**src/rtl/spi_slv_pkg.sv**
```systemverilog
package spi_slv_pkg;

  // Serial-side events, already moved into the system clock domain.
  typedef struct packed {
    logic sel;      // select asserted (synchronised, active high)
    logic rise;     // serial clock rising edge this cycle
    logic fall;     // serial clock falling edge this cycle
    logic ss_fall;  // select has just become active
    logic mosi;     // synchronised serial input, aligned with the edges
  } spi_evt_t;

endpackage

```
**src/rtl/spi_slv_sync.sv**
```systemverilog
module spi_slv_sync
  import spi_slv_pkg::*;
#(
  parameter int STAGES = 2
) (
  input  logic     clk,
  input  logic     rst_n,
  input  logic     sclk,
  input  logic     ss_n,
  input  logic     mosi,
  output spi_evt_t evt
);

  localparam int NSIG = 3;
  // Idle levels: mosi 0, select high (inactive), serial clock low.
  localparam logic [NSIG-1:0] IDLE_V = 3'b010;

  logic [NSIG-1:0] raw;
  logic [NSIG-1:0] syn;

  assign raw = {mosi, ss_n, sclk};

  for (genvar g = 0; g < NSIG; g++) begin : g_sync
    logic [STAGES-1:0] pipe;
    always_ff @(posedge clk or negedge rst_n) begin
      if (!rst_n) pipe <= {STAGES{IDLE_V[g]}};
      else        pipe <= {pipe[STAGES-2:0], raw[g]};
    end
    assign syn[g] = pipe[STAGES-1];
  end

  logic sclk_q;
  logic ss_q;

  always_ff @(posedge clk or negedge rst_n) begin
    if (!rst_n) begin
      sclk_q <= 1'b0;
      ss_q   <= 1'b1;
    end else begin
      sclk_q <= syn[0];
      ss_q   <= syn[1];
    end
  end

  assign evt.sel     = ~syn[1];
  assign evt.rise    = syn[0] & ~sclk_q;
  assign evt.fall    = ~syn[0] & sclk_q;
  assign evt.ss_fall = ss_q & ~syn[1];
  assign evt.mosi    = syn[2];

endmodule

```
**src/rtl/spi_slv_shift.sv**
```systemverilog
module spi_slv_shift
  import spi_slv_pkg::*;
#(
  parameter int W = 8
) (
  input  logic         clk,
  input  logic         rst_n,
  input  spi_evt_t     evt,
  input  logic [W-1:0] tx_hold,
  output logic         tx_load,
  output logic         byte_done,
  output logic [W-1:0] rx_byte,
  output logic         miso
);

  localparam int CW = $clog2(W);
  localparam logic [CW-1:0] LAST = CW'(W - 1);

  logic [CW-1:0] cnt;
  logic [W-1:0]  tsh;
  logic [W-2:0]  rsh;
  logic          rx_step;
  logic          tx_step;

  assign rx_step   = evt.sel & evt.rise;
  assign tx_step   = evt.sel & evt.fall;
  assign byte_done = rx_step & (cnt == LAST);
  // Count 0 on a falling edge only happens right after a full byte.
  assign tx_load   = evt.ss_fall | (tx_step & (cnt == '0));
  assign rx_byte   = {rsh, evt.mosi};
  assign miso      = tsh[W-1];

  always_ff @(posedge clk or negedge rst_n) begin
    if (!rst_n) begin
      cnt <= '0;
      rsh <= '0;
    end else if (!evt.sel) begin
      cnt <= '0;
    end else if (rx_step) begin
      cnt <= byte_done ? '0 : cnt + 1'b1;
      rsh <= {rsh[W-3:0], evt.mosi};
    end
  end

  always_ff @(posedge clk or negedge rst_n) begin
    if (!rst_n)       tsh <= '0;
    else if (tx_load) tsh <= tx_hold;
    else if (tx_step) tsh <= {tsh[W-2:0], 1'b0};
  end

endmodule

```
**src/rtl/spi_slv_txbuf.sv**
```systemverilog
module spi_slv_txbuf #(
  parameter int W = 8
) (
  input  logic         clk,
  input  logic         rst_n,
  input  logic         tx_valid,
  input  logic [W-1:0] tx_data,
  output logic         tx_ready,
  input  logic         tx_load,
  output logic [W-1:0] tx_hold,
  output logic         underrun
);

  logic empty;
  logic take;

  assign tx_ready = empty;
  assign take     = tx_valid & empty;

  always_ff @(posedge clk or negedge rst_n) begin
    if (!rst_n) begin
      tx_hold  <= '0;
      empty    <= 1'b1;
      underrun <= 1'b0;
    end else begin
      if (take) tx_hold <= tx_data;
      // A write in the same cycle as a load wins: the new byte stays held.
      if (take)         empty <= 1'b0;
      else if (tx_load) empty <= 1'b1;
      if (tx_load && empty) underrun <= 1'b1;
      else if (take)        underrun <= 1'b0;
    end
  end

endmodule

```
**src/rtl/spi_slv_rxbuf.sv**
```systemverilog
module spi_slv_rxbuf #(
  parameter int W = 8
) (
  input  logic         clk,
  input  logic         rst_n,
  input  logic         byte_done,
  input  logic [W-1:0] rx_byte,
  input  logic         rx_ready,
  output logic         rx_valid,
  output logic [W-1:0] rx_data,
  output logic         overrun
);

  logic rd;

  assign rd = rx_valid & rx_ready;

  always_ff @(posedge clk or negedge rst_n) begin
    if (!rst_n) begin
      rx_data  <= '0;
      rx_valid <= 1'b0;
      overrun  <= 1'b0;
    end else begin
      if (byte_done) rx_data <= rx_byte;
      if (byte_done) rx_valid <= 1'b1;
      else if (rd)   rx_valid <= 1'b0;
      if (byte_done && rx_valid && !rd) overrun <= 1'b1;
      else if (rd)                      overrun <= 1'b0;
    end
  end

endmodule

```
**src/rtl/spi_slave_dbuf.sv**
```systemverilog
module spi_slave_dbuf
  import spi_slv_pkg::*;
#(
  parameter int DATA_W      = 8,
  parameter int SYNC_STAGES = 2
) (
  input  logic              clk,
  input  logic              rst_n,
  input  logic              sclk,
  input  logic              ss_n,
  input  logic              mosi,
  output logic              miso,
  output logic              miso_oe,
  input  logic              tx_valid,
  output logic              tx_ready,
  input  logic [DATA_W-1:0] tx_data,
  output logic              rx_valid,
  input  logic              rx_ready,
  output logic [DATA_W-1:0] rx_data,
  output logic              underrun,
  output logic              overrun
);

  spi_evt_t          evt;
  logic              tx_load;
  logic              byte_done;
  logic [DATA_W-1:0] tx_hold;
  logic [DATA_W-1:0] rx_byte;

  spi_slv_sync #(.STAGES(SYNC_STAGES)) u_sync (
    .clk   (clk),
    .rst_n (rst_n),
    .sclk  (sclk),
    .ss_n  (ss_n),
    .mosi  (mosi),
    .evt   (evt)
  );

  spi_slv_shift #(.W(DATA_W)) u_shift (
    .clk       (clk),
    .rst_n     (rst_n),
    .evt       (evt),
    .tx_hold   (tx_hold),
    .tx_load   (tx_load),
    .byte_done (byte_done),
    .rx_byte   (rx_byte),
    .miso      (miso)
  );

  spi_slv_txbuf #(.W(DATA_W)) u_txbuf (
    .clk      (clk),
    .rst_n    (rst_n),
    .tx_valid (tx_valid),
    .tx_data  (tx_data),
    .tx_ready (tx_ready),
    .tx_load  (tx_load),
    .tx_hold  (tx_hold),
    .underrun (underrun)
  );

  spi_slv_rxbuf #(.W(DATA_W)) u_rxbuf (
    .clk       (clk),
    .rst_n     (rst_n),
    .byte_done (byte_done),
    .rx_byte   (rx_byte),
    .rx_ready  (rx_ready),
    .rx_valid  (rx_valid),
    .rx_data   (rx_data),
    .overrun   (overrun)
  );

  assign miso_oe = evt.sel;

endmodule

```
**config.mk**
```make
export PLATFORM = sky130hd
export DESIGN_NAME = spi_slave_dbuf
export DESIGN_NICKNAME = d
export VERILOG_FILES = /design/src/rtl/spi_slv_pkg.sv /design/src/rtl/spi_slv_sync.sv /design/src/rtl/spi_slv_shift.sv /design/src/rtl/spi_slv_txbuf.sv /design/src/rtl/spi_slv_rxbuf.sv /design/src/rtl/spi_slave_dbuf.sv
export SDC_FILE = /design/constraint.sdc
export NUM_CORES = 1
export LEC_CHECK = 0
export BUFFER_PORTS_ARGS = -buffer_cell sky130_fd_sc_hd__buf_4
export CAP_MARGIN = 20
export CORE_MARGIN = 2
export CORE_UTILIZATION = 58
export CTS_BUF_LIST = sky130_fd_sc_hd__clkbuf_8
export DETAILED_ROUTE_END_ITERATION = 10
export PLACE_DENSITY = 0.81
export SYNTH_ARGS = -nofsm -noshare
export SYNTH_HDL_FRONTEND = slang
export SYNTH_SLANG_ARGS = --single-unit
```
**constraint.sdc**
```tcl
create_clock -name clk -period 1.76 [get_ports clk]
set_input_delay 0.088 -clock clk [delete_from_list [all_inputs] [get_ports clk]]
set_output_delay 0.088 -clock clk [all_outputs]
set_load 0.02 [all_outputs]
```
**Word level (Yosys, flattened, before mapping)**

Index checks and enable logic that the tools add are counted.

- Bits of input ports: 15
- Register bits: 46
- Output and inout bits: 14
- Logic and storage cells: 53

- Multiplexer cells: 12
- Reduce and logical (&&, ||, !) cells: 12
- Add/subtract/negate cells: 1
- Eq/ne operators: 1
- Bitwise operators: 13

Operator list:

| kind | number |
|---|---|
| 8-bit two-way mux | 2 |
| 2-bit nonzero test | 6 |
| 1-bit AND | 9 |
| 3-bit two-way mux | 3 |
| 1-bit two-way mux | 7 |
| 3-bit by 1-bit adder with 3-bit output (second input constant) | 1 |
| 3-bit == test (second input constant) | 1 |
| 1-bit logical AND | 3 |
| 3-bit zero test | 1 |
| 1-bit inverter | 3 |
| 2-bit AND reduction | 1 |
| 1-bit zero test | 1 |
| 1-bit bitwise OR | 1 |

**Logic depth before layout (Yosys ltp)**

- Depth in word-level cells: 7
- Depth in mapped cells: 6
- Depth with buffers taken out: 5

**Cells and area by module**

Synthesis repeated with hierarchy kept, for this count alone.

- Cell total of the unflattened synthesis: 140
- Area, all modules: 1,919.3 um^2

Modules (own cells, without submodules):

| module | area an instance (um^2) | cells each | sequential area each (um^2) | instances |
|---|---|---|---|---|
| spi_slv_shift | 902.1 | 82 | 450.4 | 1 |
| spi_slv_rxbuf | 404.1 | 23 | 250.2 | 1 |
| spi_slv_txbuf | 376.6 | 22 | 251.5 | 1 |
| spi_slv_sync | 236.5 | 13 | 203.9 | 1 |

**Worst setup path before layout**

OpenSTA, ideal clock, no wires.

- Path kind: reg-to-reg
- From: reg u_shift.cnt[0]
- To: reg u_rxbuf.rx_data[0]
- Buffers on the path: 1
- Path slack: 265 ps
- Data arrival time: 1,370 ps
- Data required time: 1,635 ps
- Stages on the path, launching flop included: 6
- Clock period less this slack: 1,495 ps
- Path through: dfrtp_1 > ha_1 > ha_1 > nor3b_2 > buf_6 > mux2_4

- Cells in the longest elaborated chain, start to end: 2

RTL lines:

| element | RTL line | source |
|---|---|---|
| start, declared | spi_slv_shift.sv:19 | `logic [CW-1:0] cnt;` |
| start signal, assigned | spi_slv_shift.sv:40 | `cnt <= byte_done ? '0 : cnt + 1'b1;` |
| 3-bit == test | spi_slv_shift.sv:27 | `assign byte_done = rx_step & (cnt == LAST);` |
| 1-bit AND | spi_slv_shift.sv:27 |  |
| end signal, assigned | spi_slv_rxbuf.sv:24 | `if (byte_done) rx_data <= rx_byte;` |
| end, declared | spi_slv_rxbuf.sv:10 | `output logic [W-1:0] rx_data,` |

Every way passes these cells.
A chain may end at the register's enable or synchronous reset.

**Worst setup path in the final report**

- From: reg u_shift.cnt[1]
- To: reg u_rxbuf.rx_data[6]

Same word-level chain as after synthesis.

==> impl_metrics.tcl <==
set metrics [dict create \
    result_of_the_run "completed" \
    drt-pass1-iter-count 3 \
    async_flop_share 1.00 \
    yosys.area_share.xor_xnor 0 \
    startpoint "u_shift.cnt[1]" \
    placeableCoreArea_sq_um 3050 \
    placedCellCount 202 \
    io_buffer_count 28 \
    routed_wirelength_microns 3110 \
    clock_power_share 0.310 \
    power_frac_seq 0.543 \
    syn_inst 127 \
    layout.filler_cells 209 \
    synth_top_flop_cell "dfrtp_1" \
    clock_tree.htree_level_count 2 \
    cpLargestDelayFamily "flip-flops" \
    synth_top_cells_by_count "dfrtp_1, mux2_2, nand2_1" \
    tritoncts_clock_tree "done" \
    critical_path_buffers_and_inverters 1 \
    number_of_cts_inserted_buffers 5 \
    setup_viol_count_final 0 \
    drt-wirelength-per-cell_microns 14.4 \
    clock_insertion_delay_worst_skew_ns 0.31 \
    worst-endpoint-required_ns 1.95 \
    comb_power_share 0.148 \
    die_area_sq_um 3670 \
    internal_power_mw 1.90 \
    yosys.area_share.adder 0.0202 \
    min_period_ns 1.56 \
    main_combinational_cell_family_by_area_after_synthesis "multiplexers" \
    grt_pass1_wl_microns 5350 \
    setup_slack_ns 0.204 \
    via_count 1097 \
    critical_path.slowest_cell "dfrtp_1" \
    synthesis.area_per_instance_sq_um 14.6 \
    numClockSinks 46 \
    hold_class "in -> reg" \
    worst_path_cell_chain "ha_1 > ha_1 > nor3b_4 > buf_12 > mux2_4" \
    yosys-mux-area-fraction 0.194 \
    initial_utilization 0.608 \
    post-layout-total-power_mw 2.55 \
    min-delay-start "tx_data[3]" \
    pre_cts_slack_ns -0.255 \
    crit_path_max_incr_delay_ns 0.40 \
    finalClockSkew_ns 0.0116 \
    die_y_microns 60.6 \
    grt_setup_unrepaired "no" \
    synth_cell_type_count 24 \
    final_antenna_net_count 0 \
    via_per_inst 5.08 \
    synthMostInstantiatedCell "dfrtp_1" \
    path_class "reg -> reg" \
    drc_errors 0 \
    yosys_register_bits 46 \
    nNetsFinal 189 \
    first_global_vias 1144 \
    critical_path.max_fanout 10 \
    cp-end-kind "register" \
    dp_hpwl_microns 2140 \
    post_route_cells_drive_above_1_share 0.448 \
    vdd_ir_drop_max_uv 785 \
    chipWidth_microns 60.6 \
    first_iter_violations 28 \
    clkSlewWorstSetupHoldPaths_ns 0.09 \
    drv_cap 0 \
    finalWeightedCongestion 0.697 \
    netlist.top_cell.by_area "dfrtp_1" \
    report.final.slew_viol_count 0 \
    regToRegStartpoint "u_shift.cnt[1]" \
    post_synth_instance_area_sq_um 1860 \
    synth.area.top_cells "dfrtp_1, mux2_2, mux2_4" \
    crit_path_frequent_cell "ha_1" \
    yosysSeqAreaShare 0.623 \
    pin_count 29 \
    max_slew.worst_pin.slew_ns 0.557 \
    grt_max_degree 47 \
    synth_compound_area_frac 0.0661 \
    clock_path_buffers 2 \
    antenna_cells_inserted 0 \
    leakage_nw 1.09 \
    power.switching_fraction 0.255 \
    arrival_time_at_the_worst_endpoint_ns 1.74 \
    root_buffer "clkbuf_8" \
    fp-row-count 20 \
    final_core_utilization 0.760 \
    number_of_synthesized_flops_with_an_enable_pin 0 \
    antenna_found_initial 0 \
    synthSimpleGateAreaFrac 0.0688 \
    power_per_cell_area_nw_per_um2 1100 \
    grt_remaining_overflow 0 \
    maxSlewHeadroom 0.628 \
    stdcell_count 216 \
    netSwitchingPower_mw 0.651 \
    syn-num-nets 145 \
    ys_warn_count 0 \
    worstSetupStartpointType "register" \
    all_layer_global_routing_usage 0.208 \
    synthDominantCellAreaShare 0.566 \
    fmaxAchievable_mhz 643 \
    final_hold_viol_count 0 \
    areaGrowthSynthToFinish_pct 25.1 \
    fin_crit_sh 0.884 \
]
## layer usage
| metal | routed length, microns | part of all wire | track usage |
|---|---|---|---|
| met1 | 1340 | 0.43 | 0.255 |
| met2 | 1580 | 0.51 | 0.341 |
| met3 | 126 | 0.041 | 0.0512 |
| met4 | 61 | 0.020 | 0.109 |
| met5 | 0 | 0 | 0 |
## registers in the layout, summed over array words and instances (netlist names), 3 cells and up
signal / flops
u_sync.g_sync.pipe: 6
u_shift.tsh: 8
u_shift.rsh: 7
u_txbuf.tx_hold: 8
u_rxbuf.rx_data: 8
u_shift.cnt: 3
## through the flow
step	cell area (sq um)	hold WS, ns	TNS (ns)
after floorplan	1860	-0.208	0
after global placement	2130	0.104	-0.972
after detailed placement	2130	0.117	-2.13
after CTS	2320	0.00111	0
after global routing	2320	0.00873	0
final	2320	0.00511	0
## placed cells by master (no fill, tap or decap), types with 2 or more instances in the layout
cell | netlist | routed
inv_1 | 5 | 5
dlygate4sd3_1 | 0 | 5
mux2_4 | 8 | 8
buf_4 | 0 | 34
nor2_1 | 4 | 4
mux2i_1 | 7 | 7
a21oi_1 | 5 | 5
clkbuf_8 | 0 | 5
dfstp_2 | 4 | 4
mux2_2 | 15 | 15
nand2_1 | 9 | 9
nand2b_1 | 2 | 2
o21ai_0 | 8 | 8
ha_1 | 3 | 3
nor3b_1 | 2 | 2
dfrtp_1 | 42 | 42
## path summary, 6_finish.rpt
kind                                       endpoint  slack [ns]  cells after the start
max reg2reg                      u_rxbuf.rx_data[6]        0.20                      5
min reg2reg                u_sync.g_sync[0].pipe[1]        0.36                      0
max in group asynchronous               u_sync.ss_q        1.06                      2
max                              u_rxbuf.rx_data[6]        0.20                      5
min                              u_txbuf.tx_hold[3]       0.005                      2
min in group asynchronous        u_txbuf.tx_hold[1]        0.32                      2
## final cells by class
class	count	area [sq um]	area share
tap	44	55.1	0.0237
timing repair buffer	40	325	0.140
inverter	5	18.8	0.00809
clock buffer	5	68.8	0.0296
sequential	46	1160	0.498
multi-input combinational	73	653	0.281
clock inverter	3	43.8	0.0189
## cell families (layout without fill, tap and decap cells)
| group | Yosys count | in the layout |
|---|---|---|
| mux | 30 | 30 |
| fa+ha+maj | 3 | 3 |
| flops | 46 | 46 |
| buf+inv | 8 | 53 |
| compound gates | 18 | 18 |
| simple gates | 22 | 22 |
## power groups by stage
stage	sequential (mW)	clock, mW	combinational [mW]
3_3_place_gp	1.38	0	0.353
4_1_cts	1.39	0.811	0.385
2_1_floorplan	1.39	0	0.234
6_report	1.38	0.790	0.377
5_1_grt	1.41	0.842	0.429
3_5_place_dp	1.41	0	0.374
## what timing repair did
item,in CTS,in global routing
setup buffers,1,0
setup endpoints to repair,10,0
hold buffers,5,0
gates resized for setup,1,0
hold endpoints to repair,46,0
No activity file was read; power rests on OpenSTA's default activity.
